<file path="src/rtl/irq_ctrl_pkg.sv">
package irq_ctrl_pkg;

   typedef enum logic [2:0] {
      ST_WAIT  = 3'd0,
      ST_BOUND = 3'd1,
      ST_FETCH = 3'd2,
      ST_DEC   = 3'd3,
      ST_EXEC  = 3'd4,
      ST_MEM   = 3'd5,
      ST_WB    = 3'd6
   } step_e;

   localparam int STATUS_IE_BIT   = 0;
   localparam int STATUS_PRIV_BIT = 1;

endpackage

</file>
<file path="src/rtl/irq_pend_arb.sv">
module irq_pend_arb #(
   parameter int N  = 8,
   localparam int IW = $clog2(N)
) (
   input  logic          clk,
   input  logic          rst_n,
   input  logic [N-1:0]  set_i,
   input  logic          take_i,
   output logic [N-1:0]  pend_o,
   output logic          any_o,
   output logic [IW-1:0] win_o
);
   logic [N-1:0] pend_q;
   logic [N-1:0] clr;
   logic         found;

   // lowest number wins
   always_comb begin
      win_o = '0;
      found = 1'b0;
      for (int i = 0; i < N; i++) begin
         if (pend_q[i] && !found) begin
            win_o = IW'(i);
            found = 1'b1;
         end
      end
   end

   for (genvar g = 0; g < N; g++) begin : g_clr
      assign clr[g] = take_i && (win_o == IW'(g));
   end

   always_ff @(posedge clk or negedge rst_n) begin
      if (!rst_n) pend_q <= '0;
      else        pend_q <= (pend_q & ~clr) | set_i;
   end

   assign pend_o = pend_q;
   assign any_o  = |pend_q;
endmodule

</file>
<file path="src/rtl/irq_cdt_timer.sv">
module irq_cdt_timer #(
   parameter int W   = 16,
   parameter int DIV = 4
) (
   input  logic         clk,
   input  logic         rst_n,
   input  logic         load_i,
   input  logic [W-1:0] load_val_i,
   output logic [W-1:0] val_o,
   output logic         fire_o
);
   logic         tick;
   logic [W-1:0] cnt_q;
   logic         armed_q;

   if (DIV <= 1) begin : g_nodiv
      assign tick = 1'b1;
   end else begin : g_div
      localparam int PW = $clog2(DIV);
      logic [PW-1:0] pre_q;
      always_ff @(posedge clk or negedge rst_n) begin
         if (!rst_n)                    pre_q <= '0;
         else if (pre_q == PW'(DIV-1))  pre_q <= '0;
         else                           pre_q <= pre_q + 1'b1;
      end
      assign tick = (pre_q == PW'(DIV-1));
   end

   always_ff @(posedge clk or negedge rst_n) begin
      if (!rst_n) begin
         cnt_q   <= '0;
         armed_q <= 1'b0;
      end else if (load_i) begin
         cnt_q   <= load_val_i;
         armed_q <= 1'b1;
      end else begin
         if (tick && cnt_q != '0) cnt_q <= cnt_q - 1'b1;
         if (armed_q && cnt_q == '0) armed_q <= 1'b0;
      end
   end

   assign fire_o = armed_q && (cnt_q == '0);
   assign val_o  = cnt_q;
endmodule

</file>
<file path="src/rtl/irq_vec_table.sv">
module irq_vec_table #(
   parameter int N    = 8,
   parameter int XLEN = 32,
   localparam int IW  = $clog2(N)
) (
   input  logic            clk,
   input  logic            rst_n,
   input  logic            we_i,
   input  logic [IW-1:0]   widx_i,
   input  logic [XLEN-1:0] wdata_i,
   input  logic [IW-1:0]   ridx_i,
   output logic [XLEN-1:0] rdata_o
);
   logic [XLEN-1:0] ent_q [N];

   for (genvar g = 0; g < N; g++) begin : g_ent
      always_ff @(posedge clk or negedge rst_n) begin
         if (!rst_n)                             ent_q[g] <= '0;
         else if (we_i && widx_i == IW'(g))      ent_q[g] <= wdata_i;
      end
   end

   assign rdata_o = ent_q[ridx_i];
endmodule

</file>
<file path="src/rtl/irq_entry_ctrl.sv">
module irq_entry_ctrl
   import irq_ctrl_pkg::*;
#(
   parameter int              XLEN      = 32,
   parameter int              NUM_VEC   = 8,
   parameter int              CSR_AW    = 4,
   parameter int              TIMER_W   = 16,
   parameter int              TICK_DIV  = 4,
   parameter int              NUM_ERR   = 0,
   parameter int              NUM_SVC   = 1,
   parameter int              NUM_TMR   = 2,
   parameter logic [XLEN-1:0] BOOT_ADDR = 32'h0000_0100
) (
   input  logic               clk,
   input  logic               rst_n,
   input  logic               pwr_ok_i,
   input  logic [NUM_VEC-1:0] ext_req_i,
   input  logic               dec_priv_op_i,
   input  logic               dec_svc_i,
   input  logic [XLEN-1:0]    wb_next_pc_i,
   input  logic               csr_we_i,
   input  logic [CSR_AW-1:0]  csr_addr_i,
   input  logic [XLEN-1:0]    csr_wdata_i,
   output logic               issue_o,
   output logic               irq_taken_o,
   output logic [XLEN-1:0]    pc_o,
   output logic [XLEN-1:0]    saved_pc_o,
   output logic [2:0]         step_o,
   output logic               ints_en_o,
   output logic               priv_mode_o,
   output logic [NUM_VEC-1:0] req_pend_o,
   output logic [TIMER_W-1:0] timer_val_o
);
   localparam int IW = $clog2(NUM_VEC);
   localparam logic [CSR_AW-1:0] ADDR_STAT = CSR_AW'(NUM_VEC);
   localparam logic [CSR_AW-1:0] ADDR_TMR  = CSR_AW'(NUM_VEC + 1);

   if (NUM_VEC < 4 || (NUM_VEC & (NUM_VEC - 1)) != 0) begin : g_bad_nvec
      $error("NUM_VEC must be a power of two of at least 4");
   end
   if ((1 << CSR_AW) < NUM_VEC + 2) begin : g_bad_aw
      $error("CSR_AW too narrow for table, status and timer");
   end
   if (TIMER_W > XLEN || NUM_ERR >= NUM_VEC || NUM_SVC >= NUM_VEC || NUM_TMR >= NUM_VEC) begin : g_bad_num
      $error("timer width or internal request numbers out of range");
   end

   step_e           st_q;
   logic [XLEN-1:0] pc_q, saved_q;
   logic            ie_q, priv_q;

   logic               any_req, take, boundary, boot;
   logic [IW-1:0]      win;
   logic [NUM_VEC-1:0] set_req, internal_req;
   logic               hit_vec, hit_stat, hit_tmr, wr_ok, wr_reject;
   logic               tmr_fire;
   logic [XLEN-1:0]    vec_rd;

   // write port decode
   assign hit_vec   = csr_we_i && (csr_addr_i < ADDR_STAT);
   assign hit_stat  = csr_we_i && (csr_addr_i == ADDR_STAT);
   assign hit_tmr   = csr_we_i && (csr_addr_i == ADDR_TMR);
   assign wr_ok     = priv_q;
   assign wr_reject = (hit_vec || hit_stat || hit_tmr) && !priv_q;

   // internal request sources
   for (genvar g = 0; g < NUM_VEC; g++) begin : g_src
      if (g == NUM_ERR) begin : g_err
         assign internal_req[g] = wr_reject || (st_q == ST_DEC && dec_priv_op_i && !priv_q);
      end else if (g == NUM_SVC) begin : g_svc
         assign internal_req[g] = (st_q == ST_DEC) && dec_svc_i;
      end else if (g == NUM_TMR) begin : g_tmr
         assign internal_req[g] = tmr_fire;
      end else begin : g_none
         assign internal_req[g] = 1'b0;
      end
   end
   assign set_req = internal_req | ext_req_i;

   irq_pend_arb #(.N(NUM_VEC)) u_arb (
      .clk    (clk),
      .rst_n  (rst_n),
      .set_i  (set_req),
      .take_i (take),
      .pend_o (req_pend_o),
      .any_o  (any_req),
      .win_o  (win)
   );

   irq_cdt_timer #(.W(TIMER_W), .DIV(TICK_DIV)) u_tmr (
      .clk        (clk),
      .rst_n      (rst_n),
      .load_i     (hit_tmr && wr_ok),
      .load_val_i (csr_wdata_i[TIMER_W-1:0]),
      .val_o      (timer_val_o),
      .fire_o     (tmr_fire)
   );

   irq_vec_table #(.N(NUM_VEC), .XLEN(XLEN)) u_vec (
      .clk     (clk),
      .rst_n   (rst_n),
      .we_i    (hit_vec && wr_ok),
      .widx_i  (csr_addr_i[IW-1:0]),
      .wdata_i (csr_wdata_i),
      .ridx_i  (win),
      .rdata_o (vec_rd)
   );

   // boundary decision
   assign boot     = (st_q == ST_WAIT) && pwr_ok_i;
   assign boundary = (st_q == ST_BOUND) && pwr_ok_i;
   assign take     = boundary && any_req && ie_q;
   assign issue_o  = boundary && !(any_req && ie_q);
   assign irq_taken_o = take;

   always_ff @(posedge clk or negedge rst_n) begin
      if (!rst_n) begin
         st_q <= ST_WAIT;
      end else begin
         unique case (st_q)
            ST_WAIT:  if (pwr_ok_i) st_q <= ST_BOUND;
            ST_BOUND: if (!pwr_ok_i) st_q <= ST_WAIT;
                      else if (issue_o) st_q <= ST_FETCH;
            ST_FETCH: st_q <= ST_DEC;
            ST_DEC:   st_q <= ST_EXEC;
            ST_EXEC:  st_q <= ST_MEM;
            ST_MEM:   st_q <= ST_WB;
            ST_WB:    st_q <= ST_BOUND;
            default:  st_q <= ST_WAIT;
         endcase
      end
   end

   always_ff @(posedge clk or negedge rst_n) begin
      if (!rst_n) begin
         pc_q    <= BOOT_ADDR;
         saved_q <= '0;
         ie_q    <= 1'b0;
         priv_q  <= 1'b1;
      end else begin
         if (boot) begin
            pc_q   <= BOOT_ADDR;
            ie_q   <= 1'b0;
            priv_q <= 1'b1;
         end else if (take) begin
            saved_q <= pc_q;
            pc_q    <= vec_rd;
            ie_q    <= 1'b0;
            priv_q  <= 1'b1;
         end else begin
            if (st_q == ST_WB) pc_q <= wb_next_pc_i;
            if (hit_stat && wr_ok) begin
               ie_q   <= csr_wdata_i[STATUS_IE_BIT];
               priv_q <= priv_q & csr_wdata_i[STATUS_PRIV_BIT];
            end
         end
      end
   end

   assign pc_o        = pc_q;
   assign saved_pc_o  = saved_q;
   assign step_o      = st_q;
   assign ints_en_o   = ie_q;
   assign priv_mode_o = priv_q;
endmodule

</file>
<file path="config.mk">
export PLATFORM = sky130hd
export DESIGN_NAME = irq_entry_ctrl
export DESIGN_NICKNAME = d
export VERILOG_FILES = /design/src/rtl/irq_ctrl_pkg.sv /design/src/rtl/irq_pend_arb.sv /design/src/rtl/irq_cdt_timer.sv /design/src/rtl/irq_vec_table.sv /design/src/rtl/irq_entry_ctrl.sv
export SDC_FILE = /design/constraint.sdc
export NUM_CORES = 1
export LEC_CHECK = 0
export ABC_CLOCK_PERIOD_IN_PS = 3500
export BUFFER_PORTS_ARGS = -buffer_cell sky130_fd_sc_hd__buf_2
export CORE_MARGIN = 4
export CORE_UTILIZATION = 55
export DETAILED_ROUTE_END_ITERATION = 8
export PLACE_DENSITY = 0.76
export SETUP_SLACK_MARGIN = 0.1
export SLEW_MARGIN = 20
export SYNTH_ARGS = -nofsm -noshare
export SYNTH_HDL_FRONTEND = slang
export SYNTH_SLANG_ARGS = --single-unit
</file>
<file path="constraint.sdc">
create_clock -name clk -period 3.5 [get_ports clk]
set_clock_uncertainty 0.1 [all_clocks]
set_input_delay 0.35 -clock clk [delete_from_list [all_inputs] [get_ports clk]]
set_output_delay 0.35 -clock clk [all_outputs]
set_load 0.01 [all_outputs]
</file>
=== Word-level counts from Yosys, hierarchy flattened ===
Cells that the tools add are included.

* Add/subtract/negate cells: 2
* Order comparisons: 2
* Equality and inequality tests: 25
* Multiplexer cells: 35
* Bitwise gates (word level): 7
* Reduce and logical (&&, ||, !) cells: 65

{| class="wikitable"
|+ Operator list
! kind !! count
|-
| $mux W32 || 5
|-
| $bmux W32 S3 || 1
|-
| $logic_and A1 B1 Y1 || 41
|-
| $eq A3 B3 Y1 const B || 11
|-
| $mux W16 || 2
|-
| $mux W3 || 9
|-
| $pmux W3 S7 || 1
|-
| $eq A3 B2 Y1 const B || 6
|-
| $logic_not A16 Y1 || 1
|-
| $mux W1 || 16
|-
| $reduce_bool A16 Y1 || 1
|-
| $sub A16 B1 Y16 const B || 1
|-
| $eq A3 B1 Y1 const B || 3
|-
| $logic_not A1 Y1 || 9
|-
| $logic_not A3 Y1 || 3
|-
| $and A8 B8 Y8 || 1
|-
| $eq A4 B4 Y1 const B || 2
|-
| $not A8 Y8 || 1
|-
| $or A3 B8 Y8 || 1
|-
| $or A8 B8 Y8 || 1
|-
| $reduce_or A8 Y1 || 1
|-
| $reduce_bool A3 Y1 || 2
|-
| $ge A4 B4 Y1 const B || 1
|-
| $lt A4 B4 Y1 const B || 1
|-
| other kinds (11) || 15
|}

* Bits in registers: 352
* Input bits: 82
* Output and inout bits: 95
* Logic and storage cells: 153

=== Depth between registers and ports, before layout ===
Gate-level depths: netlist of the first run.

* Word-level depth: 28
* Mapped depth: 8
* Mapped depth without buffers: 6

=== Modules after synthesis ===
From an unflattened synthesis of the first run, not the netlist that was laid out.

* Cell total of the unflattened synthesis: 1,142
* Area total of the unflattened synthesis: 16,688.5 sq um

{| class="wikitable"
|+ Modules (own cells, without submodules)
! module !! instances !! cells each !! area an instance (sq um) !! seq. area each (sq um)
|-
| irq_vec_table || 1 || 665 || 11,639.9 || 6,406.1
|-
| irq_entry_ctrl || 1 || 300 || 3,404.5 || 1,729.2
|-
| irq_cdt_timer || 1 || 137 || 1,224.9 || 475.5
|-
| irq_pend_arb || 1 || 40 || 419.2 || 200.2
|}

=== Worst setup path after synthesis of the first run ===
Ideal clock, no wire load.

* Kind: register to register
* From: register st_q[2] (netlist: step_o[2])
* To: register pc_q[19] (netlist: pc_o[19])
* Setup time: 0.132 ns
* Arrival time: 1.851 ns
* Required time: 3.268 ns
* Setup slack: 1.417 ns
* Stages on the path, launching flop included: 9
* Path buffers: 3
* Clock period less this slack: 2.083 ns
* Cells stage by stage: dfrtp_1 > buf_6 > or3b_4 > a311o_1 > and2_1 > buf_6 > buf_6 > a21oi_2 > a31oi_1

* Cells in the longest elaborated chain, start to end: 6
* Elaborated cells between the ends (all ways): 10
* Those cells by class: eq/ne: 2; mux: 2; reduce/logical: 6

{| class="wikitable"
|+ RTL lines
! element !! RTL line !! text
|-
| start: declaration || irq_entry_ctrl.sv:48 || <nowiki>step_e st_q;</nowiki>
|-
| start signal: assignment || irq_entry_ctrl.sv:118 || <nowiki>st_q <= ST_WAIT;</nowiki>
|-
| start signal: assignment || irq_entry_ctrl.sv:121 || <nowiki>ST_WAIT: if (pwr_ok_i) st_q <= ST_BOUND;</nowiki>
|-
| start signal: assignment || irq_entry_ctrl.sv:122 || <nowiki>ST_BOUND: if (!pwr_ok_i) st_q <= ST_WAIT;</nowiki>
|-
| $eq A3 B1 Y1 || irq_entry_ctrl.sv:111 || <nowiki>assign boundary = (st_q == ST_BOUND) && pwr_ok_i;</nowiki>
|-
| $logic_and A1 B1 Y1 || irq_entry_ctrl.sv:111 ||
|-
| $logic_and A1 B1 Y1 (2 in a row) || irq_entry_ctrl.sv:112 || <nowiki>assign take = boundary && any_req && ie_q;</nowiki>
|-
| $mux W32 || irq_entry_ctrl.sv:145 || <nowiki>end else if (take) begin</nowiki>
|-
| $mux W32 || irq_entry_ctrl.sv:141 || <nowiki>if (boot) begin</nowiki>
|-
| end signal: assignment || irq_entry_ctrl.sv:147 || <nowiki>pc_q <= vec_rd;</nowiki>
|-
| end signal: assignment || irq_entry_ctrl.sv:151 || <nowiki>if (st_q == ST_WB) pc_q <= wb_next_pc_i;</nowiki>
|-
| end: declaration || irq_entry_ctrl.sv:49 || <nowiki>logic [XLEN-1:0] pc_q, saved_q;</nowiki>
|}

Several ways; a longest one is shown, not always the timed one.
A chain may end at the register's enable or synchronous reset.

=== Final worst setup path of the first run ===
* From: register u_arb.pend_q[2] (netlist: u_arb.pend_o[2])
* To: output irq_taken_o

* Cells in the longest elaborated chain, start to end: 3

{| class="wikitable"
|+ RTL lines
! element !! RTL line !! text
|-
| start: declaration || irq_pend_arb.sv:13 || <nowiki>logic [N-1:0] pend_q;</nowiki>
|-
| start signal: assignment || irq_pend_arb.sv:35 || <nowiki>else pend_q <= (pend_q & ~clr) | set_i;</nowiki>
|-
| $reduce_or A8 Y1 || irq_pend_arb.sv:39 || <nowiki>assign any_o = |pend_q;</nowiki>
|-
| $logic_and A1 B1 Y1 (2 in a row) || irq_entry_ctrl.sv:112 ||
|-
| end: declaration || irq_entry_ctrl.sv:25 || <nowiki>output logic irq_taken_o,</nowiki>
|}

Every way passes these cells.

==> results of run 1 <==
[cell usage in the layout (no fill, tap or decap), drive strengths merged, types with 6 or more instances in the layout]
cell type      n
dlygate4sd3   10
nand2        113
nor2          63
mux2         319
a21o           6
nand3         10
o22ai         31
clkbuf        55
a21oi         90
a311o         31
nor4           6
o21ai          9
nand4          6
dfrtp        350
o221ai        30
clkinv         6
buf          216
inv           10
a31oi         31
xnor2         14
[kinds of logic (layout without fill, tap and decap cells)]
family | after synthesis | count (layout) | share of synthesized area, %
compound gates | 246 | 246 | 11.0
xor+xnor | 14 | 14 | 0.767
fa+ha+maj | 2 | 2 | 0.157
buf+inv | 100 | 300 | 3.15
flops | 352 | 352 | 55.1
mux | 323 | 323 | 22.7
other cells | 0 | 2 | 0
simple gates | 239 | 239 | 7.09
[flip-flops by register name, indices dropped and copies added, names as in the netlist]
register           flops
priv_mode_o            1
u_tmr.g_div.pre_q      2
pc_o                  32
u_arb.pend_o           8
ints_en_o              1
u_tmr.armed_q          1
saved_pc_o            32
u_tmr.val_o           16
step_o                 3
u_vec.ent_q          256
[worst register-to-register path, delay by kind of cell, from the launching register on]
family	cells	cell delay [ps]
compound gates	3	580
buf+inv	1	490
flops	1	490
simple gates	2	1000
[what timing repair did]
item | in CTS | in global routing
endpoints found under the hold margin | 105 | 0
resized for setup | 0 | 0
hold buffers | 10 | 0
[worst max-delay path by stage]
| stage | slack [ps] | startpoint | cells after the start | end |
|---|---|---|---|---|
| floorplan | 1420 | step_o[2] | 8 | pc_o[19] |
| global placement | 980 | priv_mode_o | 6 | u_vec.ent_q[10] |
| detailed placement | 900 | step_o[2] | 6 | pc_o[16] |
| CTS | 620 | u_arb.pend_o[2] | 6 | irq_taken_o |
| global route | 420 | u_arb.pend_o[2] | 6 | irq_taken_o |
| finish | 620 | u_arb.pend_o[2] | 6 | irq_taken_o |
[power breakdown]
| part | total, mW | switching, mW | internal, mW |
|---|---|---|---|
| Sequential | 6.51 | 0.962 | 5.55 |
| Clock | 3.86 | 1.58 | 2.28 |
| Combinational | 3.24 | 1.52 | 1.72 |
| Total | 13.6 | 4.06 | 9.55 |
[area by class of cell]
class | instances | share of cell area [%]
multi-input cells | 824 | 36.2
flip-flops and latches | 352 | 47.2
clock buffers | 55 | 5.98
inverters | 9 | 0.181
clock inverters | 10 | 0.450
well taps | 384 | 2.58
repair buffers | 226 | 7.37
diodes | 2 | 0.0268
[metal layers]
layer / vias to the layer above / routed length, µm / GRT usage [%] / share of wire [%]
met3: 80 / 2620 / 4.13 / 6.2
met1: 5969 / 17800 / 36.0 / 42
met5: - / 0 / 0 / 0
met4: 0 / 1140 / 8.60 / 2.7
li1: 5033 / - / - / -
met2: 429 / 20800 / 44.1 / 49
[cell usage after synthesis, types with 3 or more instances]
cell type and number:
dfrtp_1 350, mux2_2 296, nand2_1 113, a21oi_1 67
nor2_1 62, clkbuf_1 36, a311o_1 31, a31oi_1 31
o22ai_1 31, o221ai_1 30, buf_2 28, a21oi_2 23
mux2_1 23, xnor2_1 14, buf_1 11, nand3_1 10
buf_6 9, inv_1 9, a21o_1 6, buf_4 6
nand4_1 6, o21ai_0 6, nand2b_1 5, nor3_1 5
and3_1 4, mux2i_1 4, nor2b_1 4, nor4_1 4
nand4b_1 3, nor3b_2 3
==> impl_metrics.toml, run 1 <==
[placed_design]
placed_cells = 1784
io_buffer_count = 176
place_area_um2 = 17300
place_ws_ps = 897
gp_congestion = 0.840
dp_hpwl_um = 26700

[power]
power_density_nw_per_um2 = 730
leakagePower_nw = 8.26
peakVddDrop_mv = 0.441
p_total_mw = 13.6

[route]
viasPerCell = 6.18
final_antenna_net_count = 0
drcViolationCount = 0
drt_wl_total_um = 42300
drt_iter0_drc = 866
first_pass_iters = 5
num_vias = 11500
post_drt_wl_per_cell_um = 22.7

[synth]
synth_top_area_share_pct = 54.8
syn_inst = 1276
ys_ff_latch = 352
synth-edff-count = 0
ys.flop_type = "dfrtp_1"
syn-num-nets = 1360
async_reset_ff_share_pct = 100
syn_area_um2 = 16000
syn_area_per_cell_um2 = 12.5
netlist_top_cells_area = "dfrtp_1 55%, mux2_2 21%, nand2_1 2.7%"
synth_cell_type_count = 65
ys_warn_count = 0
yosysSeqAreaShare_pct = 55.1
yosys.area.top_type = "dfrtp_1"

[layout]
multi_input_area_um2 = 6740
final_util_pct = 65.0
fin_area_um2 = 18600
seq_area_um2 = 8810
final_cells = 1862
layout.nets = 1534
area_delta_synth_final_pct = 16.7
drive_above_1_share_pct = 42.2
n_fill_cell = 2138

[worst_hold_path]
min_to = "pc_o[2]"
hold_depth = 3
min_path_type = "in2reg"
min_from = "wb_next_pc_i[2]"

[sta]
holdWs_ps = 14.8
worst_slew_pin_slew_ps = 992
rsz0062_at_grt = "no"
fin_crit_sh_pct = 82.2
period_needed_ps = 2880
max-slew-margin-rel_pct = 33.6
drv_slew = 0
setup_viol = 0
hold_violations = 0
fmax_mhz = 348
finalWorstSetupSlack_ps = 622
fin_tns_setup_ps = 0

[global_routing]
overflow = 0
antenna_found_initial = 2
first_global_vias = 11800
grt_pass1_wl_um = 66300
grt_max_degree = 107
grt_usage_pct = 26.5

[clock_tree]
cts_setup_buffers = 0
insertion_delay_ps = 520
ctsLongestPathBuffers = 3
clk_pin_slew_worst_paths_ps = 60
tritoncts = "built"
numCtsBuffers = 37
cts.sinks = 352
clock-root-buffer = "clkbuf_16"
htreeDepth = 2

[critical_path]
rr_endpoint = "pc_o[16]"
cp.required_ps = 3050
worstRegToRegCells = 6
critPathTopFamily = "simple AND/OR/NAND/NOR gates"
end_kind = "output pin"
crit_buf_inv = 3
r2r-start = "step_o[2]"
slowest_delay_ps = 540
ff2ff_setup_slack_ps = 760
critical_path.cell_chain = "nor4_1, nand3_1, nand4_1, buf_4, inv_1, buf_2"
cp_max_fo = 17
critical_path_class = "reg2out"
crit_slowest_cell = "nor4_1"
cp_data_arrival_time_ps = 2430
start_kind = "flip-flop"

[floorplan]
start_util_pct = 55.7
die_area_um2 = 31900
dieWidth_um = 178
rows = 62
ioPinCount = 177
core_area_um2 = 28700
fp.dieH_um = 178

[job]
maxCapViolCount = 0

[outcome]
status = "completed"
Power figures use the tool's default switching activity.
==> run 2: changes to the inputs <==
--- a/config.mk
+++ b/config.mk
@@ -5,7 +5,7 @@
 export SDC_FILE = /design/constraint.sdc
 export NUM_CORES = 1
 export LEC_CHECK = 0
-export ABC_CLOCK_PERIOD_IN_PS = 3500
+export ABC_CLOCK_PERIOD_IN_PS = 2950
 export BUFFER_PORTS_ARGS = -buffer_cell sky130_fd_sc_hd__buf_2
 export CORE_MARGIN = 4
 export CORE_UTILIZATION = 55
==> constraint.sdc (replaced) <==
create_clock -name clk -period 2.95 [get_ports clk]
set_clock_uncertainty 0.1 [all_clocks]
set_input_delay 0.295 -clock clk [delete_from_list [all_inputs] [get_ports clk]]
set_output_delay 0.295 -clock clk [all_outputs]
set_load 0.01 [all_outputs]
==> run 2 against run 1 <==
Compared with the run above: sequential power increased by 19%; via count increased by 0.44%; die area unchanged; flip-flop and latch count unchanged; global-route usage increased by 0.13 points; first-iteration DRC count decreased by 3.3%; clock power increased by 20%; combinational power increased by 19%; core utilization increased by 1.0 points; wire length increased by 0.94%; setup slack got worse by 370 ps.
==> impl_metrics.toml, run 2 (synthesized netlist as in run 1, its figures left out) <==
[outcome]
status = "completed"

[layout]
area_delta_synth_final_pct = 18.5
final_common_cell = "dfrtp_1"
n_fill_cell = 2152
final_util_pct = 66.0
largest_reg_flops = 256
drive_above_1_share_pct = 41.8
largest-register = "u_vec.ent_q"
layout.nets = 1558
final_cell_mix = "350 x dfrtp_1, 296 x mux2_2, 175 x buf_2"

[placed_design]
dp_hpwl_um = 27200
gp_congestion = 0.829
io_buffer_count = 176

[sta]
fin_crit_sh_pct = 91.3
rsz0062_at_grt = "no"
period_needed_ps = 2690
setup_viol = 0
fmax_mhz = 371
drv_slew = 0
worst_slew_pin_slew_ps = 1090
fin_tns_setup_ps = 0
max-slew-margin-rel_pct = 27.0
hold_violations = 0

[route]
first_pass_iters = 5
viasPerCell = 6.13
drcViolationCount = 0
drt_wl_total_um = 42700
final_antenna_net_count = 0
post_drt_wl_per_cell_um = 22.6
num_vias = 11600
drt_iter0_drc = 837

[clock_tree]
clk_pin_slew_worst_paths_ps = 60
cts_setup_buffers = 0
ctsLongestPathBuffers = 3
clock-root-buffer = "clkbuf_16"
insertion_delay_ps = 520
numCtsBuffers = 37
cts.sinks = 352
tritoncts = "built"
htreeDepth = 2

[critical_path]
end_kind = "output pin"
critical_path_class = "reg2out"
cp.required_ps = 2560
start_kind = "flip-flop"
cp_data_arrival_time_ps = 2300
cp_max_fo = 17

[floorplan]
rows = 62
core_area_um2 = 28700
dieWidth_um = 178
start_util_pct = 55.7
ioPinCount = 177
fp.dieH_um = 178
die_area_um2 = 31900

[global_routing]
grt_max_degree = 85
first_global_vias = 12000
busiest_layer = "met2"
antenna_found_initial = 2
grtUsageMet2_pct = 44.3
grt_pass1_wl_um = 66600
overflow = 0
grt_usage_pct = 26.7
grt_use_met3_pct = 3.69
use_met1_pct = 36.6

[power]
leakagePower_nw = 8.39
p_total_mw = 16.2
peakVddDrop_mv = 0.585
power_density_nw_per_um2 = 855

[worst_hold_path]
min_path_type = "in2reg"

[job]
maxCapViolCount = 0
-- run 2: final cells by class --
| class | instances | area, µm² | share of cell area, % |
|---|---|---|---|
| multi-input combinational | 824 | 6760 | 35.7 |
| antenna | 2 | 5.00 | 0.0264 |
| inverter | 9 | 33.8 | 0.178 |
| clock inverter | 10 | 110 | 0.582 |
| tap | 384 | 480 | 2.54 |
| clock buffer | 56 | 1100 | 5.80 |
| sequential | 352 | 8810 | 46.5 |
| timing repair buffer | 250 | 1640 | 8.65 |
-- run 2: final timing paths --
check	start	end	slack, ps	cells past startpoint
setup / recovery	u_arb.pend_o[3]	irq_taken_o	260	7
hold / removal	wb_next_pc_i[28]	pc_o[28]	4	3
setup reg to reg	u_arb.pend_o[5]	pc_o[0]	440	5
hold reg to reg	u_tmr.g_div.pre_q[0]	u_tmr.g_div.pre_q[0]	350	1
max in group asynchronous	rst_n	u_vec.ent_q[247]	1710	3
min in group asynchronous	rst_n	saved_pc_o[30]	210	2
-- run 2: routing by layer --
metal  up-vias  routed length [µm]
met3        87                2510
li1       5091                   -
met5         -                   0
met4         0                1110
met1      5944               18200
met2       440               21000
-- run 2: where the power goes --
group / internal (mW) / total (mW) / switching, mW
clock network: 2.75 / 4.63 / 1.88
registers: 6.59 / 7.73 / 1.14
logic: 2.06 / 3.84 / 1.78
-- run 2: through the flow --
step	hold WS [ps]	cell area (µm²)	cells	setup slack, ps
CTS	1.46	18900	1885	133
floorplan	-101	16000	1276	867
detailed placement	157	17400	1789	512
finish	3.96	18900	1887	256
global placement	160	17400	1789	561
global route	9.36	18900	1887	121
-- run 2: critical path: stages (launching register included) --
cell and delay (ps):
dfrtp_1 460, buf_4 220, nor4_4 300, nand3_1 150, nand4_1 190, buf_6 260
inv_1 60, buf_2 140
-- run 2: repair_timing --
item | 4_1_cts | 5_1_grt
hold endpoints to repair | 75 | 0
pin swaps | 0 | 0
hold buffers | 30 | 0
gates resized for setup | 1 | 2
endpoints found under the setup margin | 1 | 1
